$ cat src/rtl/segchk_pkg.sv
// Shared types and descriptor bit positions for the segment load checker.
// Assumes the upper descriptor word follows the usual protected-mode layout.
package segchk_pkg;
    typedef enum logic [1:0] {
        FC_NONE = 2'd0,
        FC_GP   = 2'd1,
        FC_SS   = 2'd2,
        FC_NP   = 2'd3
    } fault_cls_t;

    typedef enum logic [2:0] {
        ST_IDLE,
        ST_RD_LO,
        ST_RD_HI,
        ST_EVAL,
        ST_WB
    } seg_state_t;

    localparam int A_BIT    = 8;
    localparam int RW_BIT   = 9;
    localparam int C_BIT    = 10;
    localparam int CODE_BIT = 11;
    localparam int S_BIT    = 12;
    localparam int DPL_LSB  = 13;
    localparam int P_BIT    = 15;
endpackage

$ cat src/rtl/seg_rules.sv
// Type, privilege and presence rules for a fetched descriptor.
// Assumes the descriptor flags are already split out; GP outranks presence.
module seg_rules
    import segchk_pkg::*;
(
    input  logic       is_stack,
    input  logic [1:0] rpl,
    input  logic [1:0] cpl,
    input  logic [1:0] dpl,
    input  logic       f_s,
    input  logic       f_code,
    input  logic       f_conf,
    input  logic       f_rw,
    input  logic       f_present,
    output fault_cls_t cls
);
    // Pick the first failing rule, or none.
    always_comb begin
        cls = FC_NONE;
        if (!f_s) begin
            cls = FC_GP;
        end else if (is_stack) begin
            if (f_code || !f_rw || (rpl != cpl) || (dpl != cpl))
                cls = FC_GP;
        end else begin
            if (f_code && !f_rw)
                cls = FC_GP;
            else if (!(f_code && f_conf) && ((dpl < cpl) || (dpl < rpl)))
                cls = FC_GP;
        end
        if ((cls == FC_NONE) && !f_present)
            cls = is_stack ? FC_SS : FC_NP;
    end
endmodule

$ cat config.mk
export PLATFORM = sky130hd
export DESIGN_NAME = seg_rules
export DESIGN_NICKNAME = d
export VERILOG_FILES = /design/src/rtl/segchk_pkg.sv /design/src/rtl/seg_rules.sv
export SDC_FILE = /design/constraint.sdc
export NUM_CORES = 1
export LEC_CHECK = 0
export ABC_AREA = 1
export BUFFER_PORTS_ARGS = -buffer_cell sky130_fd_sc_hd__buf_2
export CAP_MARGIN = 20
export CORE_AREA = 2 2 39 41
export DETAILED_ROUTE_END_ITERATION = 10
export DIE_AREA = 0 0 41 43
export PLACE_DENSITY_LB_ADDON = 0.2
export SLEW_MARGIN = 10
export SYNTH_ARGS = -nofsm -noshare
export SYNTH_HDL_FRONTEND = slang
export SYNTH_SLANG_ARGS = --single-unit
$ cat constraint.sdc
create_clock -name vclk -period 4.62
set_input_delay 1.386 -clock vclk [all_inputs]
set_output_delay 1.386 -clock vclk [all_outputs]
set_load 0.01 [all_outputs]
==> results by group <==
Finish
  • Final #Nets: 62
  • Area growth syn-to-layout: 52.17%
  • Fillers: 170
  • Layout cell share with drive strength beyond 1: 40.00%
  • Seq cells: 0
  • Clock buffers: 0
  • Reg area: 0 sq um
  • Post-Layout Cell Count: about 60
  • N_diodes: 0
  • Multi-input logic area: about 150 sq um

Global routing
  • First-pass GRT wire length: between 700 and 800 microns
  • Gr usage total: under 10%
  • Gr ovfl total: 0
  • Largest net degree at the start of global routing: 4
  • Vias in the first global route: 211
  • Initial antenna violation count: 0

Setup path
  • Crit path cell chain: buf_2 -> inv_1 -> ha_1 -> inv_1 -> o21bai_4 -> nand2_1 -> nand2_1 -> nand2_1 -> nand2_1 -> nand2_1 -> nor2_2 -> buf_2
  • Worst Setup Start Kind: input pin
  • Crit-path max cell delay: approximately 0.28 ns
  • Most common cell on crit path: nand2_1
  • Origin of the worst setup path: cpl[1]
  • WS Path Type: in -> out
  • Required time of the critical path: approximately 3.2 ns
  • Critical path peak fanout: 2
  • Critical Path End: cls[1]
  • CP Capture Type: primary output
  • Critical path arrival: 2.43 ns
  • Worst path slowest cell: ha_1

Logic synthesis
  • Sequential area share after synthesis: 0%
  • Avg Cell Area, Syn: 5.570 sq um
  • Instance count of the mapped netlist: 31
  • Netlist cell types: 12
  • Post-synth top area share: 26.09%
  • Synth Warn #: 0
  • Area leader, netlist: nand2_1
  • Synthesized area: between 150 and 200 sq um
  • Most frequent cells after synthesis: nand2_1, inv_1, ha_1, nor2_1
  • Most common cell in the netlist: nand2_1
  • Post-synthesis net count: 46
  • Synth area leaders: nand2_1, ha_1, inv_1

Place
  • I/O Buffers: 14
  • Cells after DPL: 61
  • Gpl congestion: 0.5840
  • Dpl ws: 0.7857 ns
  • HPWL Detailed: 400.5 microns

Outcome
  • Outcome: finished, final reports clean

STA
  • Crit path time final: 3.814 ns
  • Final Hold Fails: 0
  • Fin Hold WS: 3.019 ns
  • Final setup vio count: 0
  • RSZ-0062 raised after global routing: false
  • Setup TNS: 0 ns
  • Slew HR: about nine tenths
  • Fin. max-slew vios: 0
  • Max Fclk: 262.2 MHz
  • Final worst slack: 0.8058 ns
  • Worst slew pin tran: 0.1348 ns
  • Final worst path period share: 82.56%

Power and ir drop
  • VDD IR max: 0.01532 mV
  • Combinational Power Share: 100.0%
  • Power per cell area: 77.73 nW/um^2
  • Psw: 0.01010 mW
  • Clock network fraction of design power: 0%
  • Int Pwr: 0.01032 mW
  • Sw frac: 49.46%
  • Leakage: 0.1609 nW
  • Sequential Power Share: 0%

Route
  • Via count: 230
  • Detail Route Antenna Nets: 0
  • Via-to-Cell Ratio: 3.770
  • Wire length per cell: 6.656 microns
  • DR DRC count: 0
  • Starting DRT DRC Count: 0
  • Routed wire length: 406 microns
  • Pre-antenna DRT Iters: 1

Flow run
  • Max Cap Viol: 0

Floorplanning
  • Die area: between 1500 and 2000 sq um
  • Die Height: 43 microns
  • Initial Util: 12.48%
  • # IOs: 14
  • Core Area: 1384 sq um
  • Die width: 41 microns
  • Rows: 14

Clock network
  • CTS Hold Bufs: 0
  • Post-CTS sizing: 0
  • Post-CTS Setup Bufs: 0

Min path
  • Worst hold path type: in -> out
## critical path, delay by kind of cell
family / cells / cell delay (ns)
fa+ha+maj: 1 / 0.28
buf+inv: 4 / 0.31
simple gates: 6 / 0.35
compound gates: 1 / 0.09
## cell usage in the layout, fill, tap and decap left out
master / instances
xnor2_1: 1
buf_2: 14
ha_1: 3
a21oi_1: 1
nand4_1: 1
nor2_2: 1
inv_1: 5
nand3_1: 1
nor2_1: 3
nand2_1: 12
or2_2: 1
inv_2: 1
o21bai_4: 1
## logic make-up (layout without fill, tap and decap cells)
family	count (synthesis)	count (layout)	synth area share (%)
fa+ha+maj	3	3	21.74
compound gates	2	2	13.77
xor+xnor	1	1	5.073
buf+inv	6	20	13.04
simple gates	19	19	46.38
## stage by stage
step           power (mW)  area, sq um  utilization, %
6_report          0.02042        262.8           18.99
5_1_grt           0.02385        262.8           18.99
4_1_cts           0.02115        262.8           18.99
3_5_place_dp      0.02101        262.8           18.99
3_3_place_gp      0.02102        262.8           18.99
2_1_floorplan     0.01198        172.7               -
## metal layers
metal	vias up	GRT usage [%]	wire length [microns]
li1	123	-	-
met1	99	6.646	173
met2	8	10.00	197
met3	0	0	35
met4	0	0	0
met5	-	0	0
## worst min path at each step
stage	slack, ns	endpoint	cells past startpoint	start
after global routing	3.03	cls[1]	3	f_present
after floorplan	2.80	cls[1]	1	f_present
after CTS	3.02	cls[1]	3	f_present
final	3.02	cls[1]	3	f_present
after global placement	3.02	cls[1]	3	f_present
after detailed placement	3.02	cls[1]	3	f_present
## power by group through the flow
stage	combinational (mW)	sequential (mW)	clock, mW
6_report	0.0204	0	0
5_1_grt	0.0239	0	0
4_1_cts	0.0211	0	0
3_5_place_dp	0.0210	0	0
3_3_place_gp	0.0210	0	0
2_1_floorplan	0.0120	0	0
## area by class of cell
type,instances,area share (%)
Inverter,6,8.571
Multi-Input combinational cell,25,57.14
Tap cell,16,7.619
Timing Repair Buffer,14,26.67
No activity file was read; power rests on OpenSTA's default activity.
